**config.mk**
```make
export PLATFORM = sky130hd
export DESIGN_NAME = stat_latch_bank
export DESIGN_NICKNAME = d
export VERILOG_FILES = /design/src/rtl/stat_bank_pkg.sv /design/src/rtl/stat_clr_arm.sv /design/src/rtl/stat_cell.sv /design/src/rtl/stat_byte_fmt.sv /design/src/rtl/stat_latch_bank.sv
export SDC_FILE = /design/constraint.sdc
export NUM_CORES = 1
export LEC_CHECK = 0
export CORE_ASPECT_RATIO = 1.2
export CORE_MARGIN = 4
export CORE_UTILIZATION = 50
export CTS_CLUSTER_DIAMETER = 150
export CTS_CLUSTER_SIZE = 16
export DETAILED_ROUTE_END_ITERATION = 10
export GPL_TIMING_DRIVEN = 1
export PLACE_DENSITY = 0.8
export SETUP_SLACK_MARGIN = 0.1
export SKIP_LAST_GASP = 1
export SYNTH_ARGS = -nofsm -noshare
export SYNTH_HDL_FRONTEND = slang
export SYNTH_SLANG_ARGS = --single-unit
```
**constraint.sdc**
```tcl
create_clock -name clk -period 1.4 [get_ports clk]
set_input_delay 0.28 -clock clk [delete_from_list [all_inputs] [get_ports clk]]
set_output_delay 0.28 -clock clk [all_outputs]
set_load 0.05 [all_outputs]
```
**src/rtl/stat_bank_pkg.sv**
```systemverilog
package stat_bank_pkg;
  localparam int STAT_W = 7;
  localparam int BYTE_W = STAT_W + 1;

  function automatic logic odd_ones(input logic [STAT_W-1:0] v);
    return ^v;
  endfunction
endpackage

```
**src/rtl/stat_clr_arm.sv**
```systemverilog
// Remembers whether the last command of the current transfer was a read of
// a status register, and which one; presents a per-register clear request.
module stat_clr_arm
  import stat_bank_pkg::*;
#(
  parameter int NUM_REGS = 2,
  parameter int ADDR_W   = 2
) (
  input  logic                clk,
  input  logic                rst_n,
  input  logic                cs_hi_i,
  input  logic                cs_rise_i,
  input  logic                cmd_vld_i,
  input  logic                cmd_rd_i,
  input  logic [ADDR_W-1:0]   cmd_addr_i,
  output logic [NUM_REGS-1:0] clr_o
);
  localparam logic [ADDR_W:0] ADDR_LIMIT = (ADDR_W+1)'(NUM_REGS);

  logic              arm_q, arm_d;
  logic [ADDR_W-1:0] idx_q, idx_d;
  logic              cmd_take;

  assign cmd_take = cmd_vld_i && !cs_hi_i;

  always_comb begin
    arm_d = arm_q;
    idx_d = idx_q;
    if (cs_hi_i) begin
      arm_d = 1'b0;
    end else if (cmd_take) begin
      arm_d = cmd_rd_i && ({1'b0, cmd_addr_i} < ADDR_LIMIT);
      idx_d = cmd_addr_i;
    end
  end

  always_ff @(posedge clk or negedge rst_n) begin
    if (!rst_n) begin
      arm_q <= 1'b0;
      idx_q <= '0;
    end else begin
      arm_q <= arm_d;
      idx_q <= idx_d;
    end
  end

  for (genvar i = 0; i < NUM_REGS; i++) begin : g_clr
    assign clr_o[i] = arm_q && (idx_q == ADDR_W'(i));
  end

  // at most one register is ever asked to clear
  assert_one_clear_R8: assert property (@(posedge clk) disable iff (!rst_n)
    $onehot0(clr_o));
  // a write strobe inside a transfer disarms any clear
  assert_write_disarms_R8: assert property (@(posedge clk) disable iff (!rst_n)
    (cmd_take && !cmd_rd_i) |=> (clr_o == '0));
  // cs_rise_i is only a hint here; the arm is dropped once chip select is high
  assert_arm_dropped_R6: assert property (@(posedge clk) disable iff (!rst_n)
    (cs_rise_i) |=> (clr_o == '0));
endmodule

```
**src/rtl/stat_cell.sv**
```systemverilog
// One status register: sticky event bits plus the pending stage for events
// that arrive while chip select is low.
module stat_cell
  import stat_bank_pkg::*;
(
  input  logic              clk,
  input  logic              rst_n,
  input  logic              cs_hi_i,
  input  logic              cs_rise_i,
  input  logic              clr_i,
  input  logic [STAT_W-1:0] evt_i,
  output logic [STAT_W-1:0] stat_o,
  output logic [STAT_W-1:0] stat_nxt_o
);
  logic [STAT_W-1:0] stat_q, stat_d;
  logic [STAT_W-1:0] pend_q, pend_d;
  logic              stat_en;

  assign stat_en = cs_hi_i;

  always_comb begin
    stat_d = stat_q;
    pend_d = pend_q;
    if (!cs_hi_i) begin
      pend_d = pend_q | evt_i;
    end else if (cs_rise_i) begin
      // clearing edge: merge only the transfer's pending events; live
      // events wait one cycle in the pending stage
      stat_d = (clr_i ? '0 : stat_q) | pend_q;
      pend_d = evt_i;
    end else begin
      stat_d = stat_q | pend_q | evt_i;
      pend_d = '0;
    end
  end

  always_ff @(posedge clk or negedge rst_n) begin
    if (!rst_n) begin
      stat_q <= '0;
    end else if (stat_en) begin
      stat_q <= stat_d;
    end
  end

  always_ff @(posedge clk or negedge rst_n) begin
    if (!rst_n) begin
      pend_q <= '0;
    end else begin
      pend_q <= pend_d;
    end
  end

  assign stat_o     = stat_q;
  assign stat_nxt_o = stat_en ? stat_d : stat_q;

  assert_frozen_R4: assert property (@(posedge clk) disable iff (!rst_n)
    !cs_hi_i |=> $stable(stat_q));
  assert_latch_R2: assert property (@(posedge clk) disable iff (!rst_n)
    (cs_hi_i && !cs_rise_i) |=> ((stat_q & $past(evt_i)) == $past(evt_i)));
  assert_clear_R6: assert property (@(posedge clk) disable iff (!rst_n)
    (cs_rise_i && clr_i) |=> ((stat_q & ~$past(pend_q)) == '0));
  assert_keep_R8: assert property (@(posedge clk) disable iff (!rst_n)
    (cs_rise_i && !clr_i) |=> ((stat_q & $past(stat_q)) == $past(stat_q)));
endmodule

```
**src/rtl/stat_byte_fmt.sv**
```systemverilog
// Packs seven status bits and their parity into the read byte.
module stat_byte_fmt
  import stat_bank_pkg::*;
(
  input  logic [STAT_W-1:0] bits_i,
  output logic [BYTE_W-1:0] byte_o
);
  assign byte_o = {odd_ones(bits_i), bits_i};
endmodule

```
**src/rtl/stat_latch_bank.sv**
```systemverilog
module stat_latch_bank
  import stat_bank_pkg::*;
#(
  parameter int NUM_REGS = 2,
  parameter int ADDR_W   = 2
) (
  input  logic                       clk,
  input  logic                       rst_n,
  input  logic                       cs_n_i,
  input  logic                       cmd_vld_i,
  input  logic                       cmd_rd_i,
  input  logic [ADDR_W-1:0]          cmd_addr_i,
  input  logic [NUM_REGS*STAT_W-1:0] evt_i,
  output logic [NUM_REGS*BYTE_W-1:0] stat_o,
  output logic                       err_n_o
);
  localparam int ALL_W = NUM_REGS * STAT_W;

  logic [1:0]          rst_sync_q;
  logic                rst_s_n;
  logic                cs_q;
  logic                cs_hi, cs_rise;
  logic [NUM_REGS-1:0] clr;
  logic [ALL_W-1:0]    stat_all, stat_nxt_all;
  logic                err_n_q, err_n_d;

  always_ff @(posedge clk or negedge rst_n) begin
    if (!rst_n) begin
      rst_sync_q <= 2'b00;
    end else begin
      rst_sync_q <= {rst_sync_q[0], 1'b1};
    end
  end
  assign rst_s_n = rst_sync_q[1];

  always_ff @(posedge clk or negedge rst_s_n) begin
    if (!rst_s_n) begin
      cs_q <= 1'b1;
    end else begin
      cs_q <= cs_n_i;
    end
  end
  assign cs_hi   = cs_n_i;
  assign cs_rise = cs_n_i && !cs_q;

  stat_clr_arm #(.NUM_REGS(NUM_REGS), .ADDR_W(ADDR_W)) u_arm (
    .clk        (clk),
    .rst_n      (rst_s_n),
    .cs_hi_i    (cs_hi),
    .cs_rise_i  (cs_rise),
    .cmd_vld_i  (cmd_vld_i),
    .cmd_rd_i   (cmd_rd_i),
    .cmd_addr_i (cmd_addr_i),
    .clr_o      (clr)
  );

  for (genvar r = 0; r < NUM_REGS; r++) begin : g_reg
    stat_cell u_cell (
      .clk        (clk),
      .rst_n      (rst_s_n),
      .cs_hi_i    (cs_hi),
      .cs_rise_i  (cs_rise),
      .clr_i      (clr[r]),
      .evt_i      (evt_i[r*STAT_W +: STAT_W]),
      .stat_o     (stat_all[r*STAT_W +: STAT_W]),
      .stat_nxt_o (stat_nxt_all[r*STAT_W +: STAT_W])
    );
    stat_byte_fmt u_fmt (
      .bits_i (stat_all[r*STAT_W +: STAT_W]),
      .byte_o (stat_o[r*BYTE_W +: BYTE_W])
    );
  end

  assign err_n_d = ~(|stat_nxt_all);

  always_ff @(posedge clk or negedge rst_s_n) begin
    if (!rst_s_n) begin
      err_n_q <= 1'b1;
    end else if (cs_hi) begin
      err_n_q <= err_n_d;
    end
  end
  assign err_n_o = err_n_q;

  assert_err_tracks_R7: assert property (@(posedge clk) disable iff (!rst_s_n)
    err_n_o == (stat_all == '0));
  assert_err_frozen_R4: assert property (@(posedge clk) disable iff (!rst_s_n)
    !cs_hi |=> $stable(err_n_o));
endmodule

```
==> results.cfg, run 1 <==
[run_status]
status = finished, violations left
violations = setup timing

[global_routing]
grt_overflow = 0
antenna_found_initial = 0
grt_max_degree = 34
grt_use_total = 0.255
first_global_vias = 1731
grt_pass1_wl_um = 8190

[final_layout]
syn2layout_area_growth_pct = 70.4
fillCellCount = 156
antenna-diode-count = 0
nets = 278
fin_area_um2 = 2960
drive_gt1_frac = 0.434

[clocking]
insertion_delay_ns = 0.29
cts.path.max_buffers = 2
cts_buffers = 5
cts.sinks = 35
cts_tree = done
cts_hold_buf = 0
cts.htree.levels = 2
cts_root_buf = clkbuf_8
cts.clk_slew.worst_paths_ns = 0.07

[pwr]
ir_drop_mv = 0.895
pwr_density_cell_nw_per_um2 = 826
total_power_mw = 2.44
p_leak_nw = 1.36

[route]
viasPerCell = 5.94
drt-total-wl_um = 5940
drt_first_iter_violations = 77
vias = 1753
drcViolationCount = 0
avgRoutedWirePerCell_um = 20.1
dr.pass1.iters = 4
drtAntennaViolNets = 0

[logic_synthesis]
ys_seq_elements = 35
async_flop_share = 1.00
synthTopCellsByArea = dfrtp_1, a21o_1, a22o_1
yosysTopAreaCellShare = 0.476
avgSynthCellArea_um2 = 10.1
synth_edf_count = 0
synthCells = 172
synth_fp_nets = 193
ys_seq_area_frac = 0.506
syn_area_um2 = 1740
synth_largest_area_cell = dfrtp_1
synth-main-ff-cell = dfrtp_1
ys_types = 36
yosys_warnings = 0

[run]
cap_violations = 0

[floorplanning]
core_area_um2 = 3340
initial_utilization = 0.520
dieArea_um2 = 4480
die_height_um = 72.5
rows = 23
die_w_um = 61.8
ioPinCount = 38

[sta]
final-hold-violation-count = 0
clock.fmax_ghz = 0.560
min_period_over_period = 1.28
finalWorstPathRequiredPeriod_ns = 1.79
setup_viol = 5
rsz0062_at_grt = true
fin_ws_ns = -0.385
clock_skew_ns = 0.00117
timing.hold.ws_ns = 0.144
drv_slew = 0

[setup_path]
path_common_cell = xnor2_2
start_kind = flip-flop
path_cells = xnor2_2, xnor2_2, xnor2_4, buf_12
worstPathRequired_ns = 1.12
criticalPathCategory = flip-flop to output port
critical_path_peak_fanout = 4
cp.arrival_ns = 1.51
max_stage_delay_ns = 0.44
worst_path_max_delay_cell = dfrtp_2
cp-end-kind = output port

[worst_hold_path]
hp-class = primary input to asynchronous set/reset pin

[place]
dp_slack_ns = -0.378
dpl_cell_area_um2 = 2650
hpwl_um = 3510
gp_congestion = 0.919
port_buffers = 37
## cells in the final DEF, fill, tap and decap left out, types with 2 or more instances in the layout
cell / instances
nor4_1: 4
xor2_2: 2
nor2_1: 19
mux2_2: 2
buf_6: 12
nand2_1: 9
clkdlybuf4s50_1: 19
a21o_1: 14
a22o_1: 10
o22ai_1: 14
dfrtp_1: 18
nand3_1: 2
xnor2_2: 9
inv_1: 15
buf_12: 18
nand3b_1: 2
dfrtp_2: 15
clkbuf_8: 7
o21ai_0: 2
a22oi_1: 4
a21oi_1: 3
dfstp_2: 2
buf_4: 36
## synthesized netlist by cell type (all sizes together) (2+ instances only)
cell type	instances
inv	15
a21oi	3
a22oi	5
nor4	5
nand3	2
nand2b	2
a21o	14
nor2	19
dfrtp	33
a22o	10
o21ai	3
mux2	2
xor2	2
o22ai	14
dfstp	2
nand2	10
buf	7
nand3b	2
xnor2	10
## metrics by stage
stage,util,instances,setup TNS (ns)
6_report,0.886,295,-0.956
5_1_grt,0.886,295,-1.22
4_1_cts,0.853,291,-0.928
3_5_place_dp,0.794,277,-4.05
3_3_place_gp,0.794,277,-3.41
2_1_floorplan,-,172,-0.586
## logic make-up (layout without fill, tap and decap cells)
kind of cell              Yosys count  after routing  share of synthesized area
buffers and inverters              23            109                     0.0548
and+or+nand+nor                    47             47                      0.142
muxes                               2              2                     0.0130
AOI/OAI and AO/OA                  52             52                      0.221
xor gates and xnor gates           12             12                     0.0606
other                               1              1                    0.00216
DFF                                35             35                      0.506
## layout make-up
cell class | instances | area [µm²] | area share
repair buffers | 86 | 965 | 0.326
flip-flops and latches | 35 | 897 | 0.303
multi-input cells | 114 | 893 | 0.302
clock buffers | 8 | 100 | 0.0338
inverters | 15 | 56.3 | 0.0190
well taps | 37 | 46.3 | 0.0157
## final timing paths
kind | startpoint | slack, ns | depth (start not counted) | end
worst max-delay path | g_reg[0].u_cell.stat_o[2] | -0.39 | 4 | stat_o[7]
max in group asynchronous | rst_sync_q[1] | 0.78 | 1 | err_n_o
worst max register to register | g_reg[1].u_cell.stat_o[6] | -0.23 | 7 | err_n_o
worst min-delay path | rst_n | 0.14 | 1 | rst_sync_q[0]
worst min register to register | rst_sync_q[1] | 0.29 | 1 | g_reg[0].u_cell.pend_q[5]
min in group clk | rst_sync_q[0] | 0.36 | 0 | rst_sync_q[1]
## sequential cells by signal, indices dropped and copies added (netlist names)
name / count
g.u_cell.pend_q: 14
g.u_cell.stat_o: 14
rst_sync_q: 2
u_arm.idx_q: 2
cs_q: 1
err_n_o: 1
u_arm.arm_q: 1
## worst max-delay path: cells and delay by family, from the launching register on
family	cells	cell delay, ns
XOR/XNOR	3	0.61
flip-flops	1	0.44
buffers and inverters	1	0.16
## metal layers
layer / vias up / GRT usage / wire length (µm)
met3: 22 / 0.0516 / 332
met2: 77 / 0.423 / 3220
met4: 0 / 0.120 / 201
li1: 773 / - / -
met5: - / 0 / 0
met1: 881 / 0.310 / 2190
## what timing repair did
action | CTS | global route
gates resized for setup | 10 | 17
buffers inserted | 6 | 5
pin swaps | 14 | 12
setup endpoints to repair | 17 | 28
## report_power, final
group,switching (mW),leakage [nW],internal [mW]
logic,0.237,0.945,0.270
registers,0.0613,0.359,1.07
clock network,0.358,0.0515,0.449
Note: power is estimated with default switching activity, not from simulation.
==> inputs of run 2 (changes only) <==
--- a/config.mk
+++ b/config.mk
@@ -7,12 +7,12 @@
 export LEC_CHECK = 0
 export CORE_ASPECT_RATIO = 1.2
 export CORE_MARGIN = 4
-export CORE_UTILIZATION = 50
+export CORE_UTILIZATION = 45
 export CTS_CLUSTER_DIAMETER = 150
 export CTS_CLUSTER_SIZE = 16
 export DETAILED_ROUTE_END_ITERATION = 10
 export GPL_TIMING_DRIVEN = 1
-export PLACE_DENSITY = 0.8
+export PLACE_DENSITY = 0.73
 export SETUP_SLACK_MARGIN = 0.1
 export SKIP_LAST_GASP = 1
 export SYNTH_ARGS = -nofsm -noshare
==> run 2 against run 1 <==
Die area is 9.7% higher. Clock skew up 0.0074 ns. Utilization is 3.4 points lower. Combinational power up 3.9%. Setup slack worse by 0.021 ns. Sequential power about the same. Design area rose by 5.5%. The flow still finishes with violations (setup timing). Largest power group unchanged. Global-route usage shrank 3.2 points. Maximum frequency down 1.1%. Final cell count grew 9.8%.
==> results.cfg, run 2 (same netlist as run 1, synthesis figures left out) <==
[final_layout]
final_common_cell = buf_4
fin_util = 0.852
antenna-diode-count = 0
syn2layout_area_growth_pct = 79.8
nets = 292
drive_gt1_frac = 0.460
final_cell_mix = buf_4, nor2_1, dfrtp_1, clkdlybuf4s50_1, buf_6
fillCellCount = 194
final_cell_count_no_fill = 324

[sta]
rsz0062_at_grt = true
finalWorstPathRequiredPeriod_ns = 1.81
clock_skew_ns = 0.00855
clock.fmax_ghz = 0.554
drv_slew = 0
setup-tns-final_ns = -1.38
min_period_over_period = 1.29
final-hold-violation-count = 0
setup_viol = 9
fin_ws_ns = -0.406

[clocking]
insertion_delay_ns = 0.29
cts_root_buf = clkbuf_8
cts.path.max_buffers = 2
cts_tree = done
cts.sinks = 35
cts.clk_slew.worst_paths_ns = 0.07
cts.htree.levels = 2
cts_buffers = 5

[route]
drtAntennaViolNets = 0
vias = 1805
drt-total-wl_um = 6050
drcViolationCount = 0
viasPerCell = 5.57
dr.pass1.iters = 4
drt_first_iter_violations = 96
avgRoutedWirePerCell_um = 18.7

[run_status]
violations = setup timing
status = finished, violations left

[global_routing]
grt_pass1_wl_um = 8460
antenna_found_initial = 0
first_global_vias = 1849
grt_use_total = 0.223
grt_max_degree = 34
grt_overflow = 0

[setup_path]
reg2reg_depth = 7
r2r_start = g_reg[0].u_cell.stat_o[2]
criticalPathCategory = flip-flop to flip-flop
cp-startpoint = g_reg[0].u_cell.stat_o[2]
start_kind = flip-flop
critical_path_peak_fanout = 3
reg2reg_setup_slack_ns = -0.41
cp.arrival_ns = 2.03
cp-end-kind = flip-flop
cp-endpoint = err_n_o
rr_endpoint = err_n_o
worstPathRequired_ns = 1.63

[place]
gp_congestion = 0.853
place_inst = 296
port_buffers = 37
hpwl_um = 3530

[floorplanning]
ioPinCount = 38
dieArea_um2 = 4920
die_w_um = 64.7
core_area_um2 = 3660
initial_utilization = 0.474
die_height_um = 76.0
rows = 24

[pwr]
p_leak_nw = 1.42
ir_drop_mv = 0.769
pwr_density_cell_nw_per_um2 = 774

[run]
cap_violations = 0

[worst_hold_path]
hp-class = primary input to asynchronous set/reset pin
-- run 2: cell type report --
type,count,area [µm²],area share
well taps,52,65.1,0.0209
flip-flops and latches,35,896,0.287
multi-input cells,114,921,0.295
clock inverters,1,5.00,0.00160
clock buffers,7,86.3,0.0277
repair buffers,100,1090,0.350
inverters,15,56.3,0.0180
-- run 2: metal layers --
metal	wire length, µm	track usage
met1	2280	0.236
met5	0	0
met3	219	0.0487
met4	319	0.133
met2	3240	0.395
-- run 2: critical path: stages (launching register included) --
cell	delay, ns
dfrtp_2	0.47
buf_4	0.15
buf_4	0.13
nor3b_1	0.27
o21ai_0	0.18
a22oi_2	0.21
nand4_1	0.16
a21oi_2	0.16
-- run 2: what timing repair did --
item / 4_1_cts / 5_1_grt
pin swaps: 16 / 12
hold buffers: 0 / 0
endpoints found under the setup margin: 15 / 27
endpoints found under the hold margin: 0 / 0
cloned: 0 / 0
setup buffers: 10 / 15
gates resized for setup: 11 / 25
-- run 2: power by group --
part	leakage (nW)	total, mW	internal [mW]	switching [mW]
clock	0.0482	0.758	0.397	0.361
combinational	1.01	0.527	0.286	0.241
sequential	0.360	1.13	1.07	0.0635
-- run 2: stage by stage --
step | setup slack, ns | total power, mW | instance area [µm²] | hold WS (ns)
global route | -0.419 | 2.51 | 3120 | 0.142
finish | -0.406 | 2.42 | 3120 | 0.150
CTS | -0.377 | 2.36 | 2900 | 0.143
detailed placement | -0.452 | 1.60 | 2700 | 0.286
global placement | -0.344 | 1.58 | 2700 | 0.269
floorplan | -0.307 | 1.36 | 1810 | -0.0156
-- run 2: worst min-delay path by stage --
stage	to	from	cells past startpoint
after global placement	g_reg[0].u_cell.pend_q[4]	rst_sync_q[1]	1
after global routing	rst_sync_q[1]	rst_n	1
final	rst_sync_q[1]	rst_n	1
after detailed placement	g_reg[0].u_cell.pend_q[1]	rst_sync_q[1]	1
after CTS	rst_sync_q[1]	rst_n	1
after floorplan	rst_sync_q[0]	rst_n	0
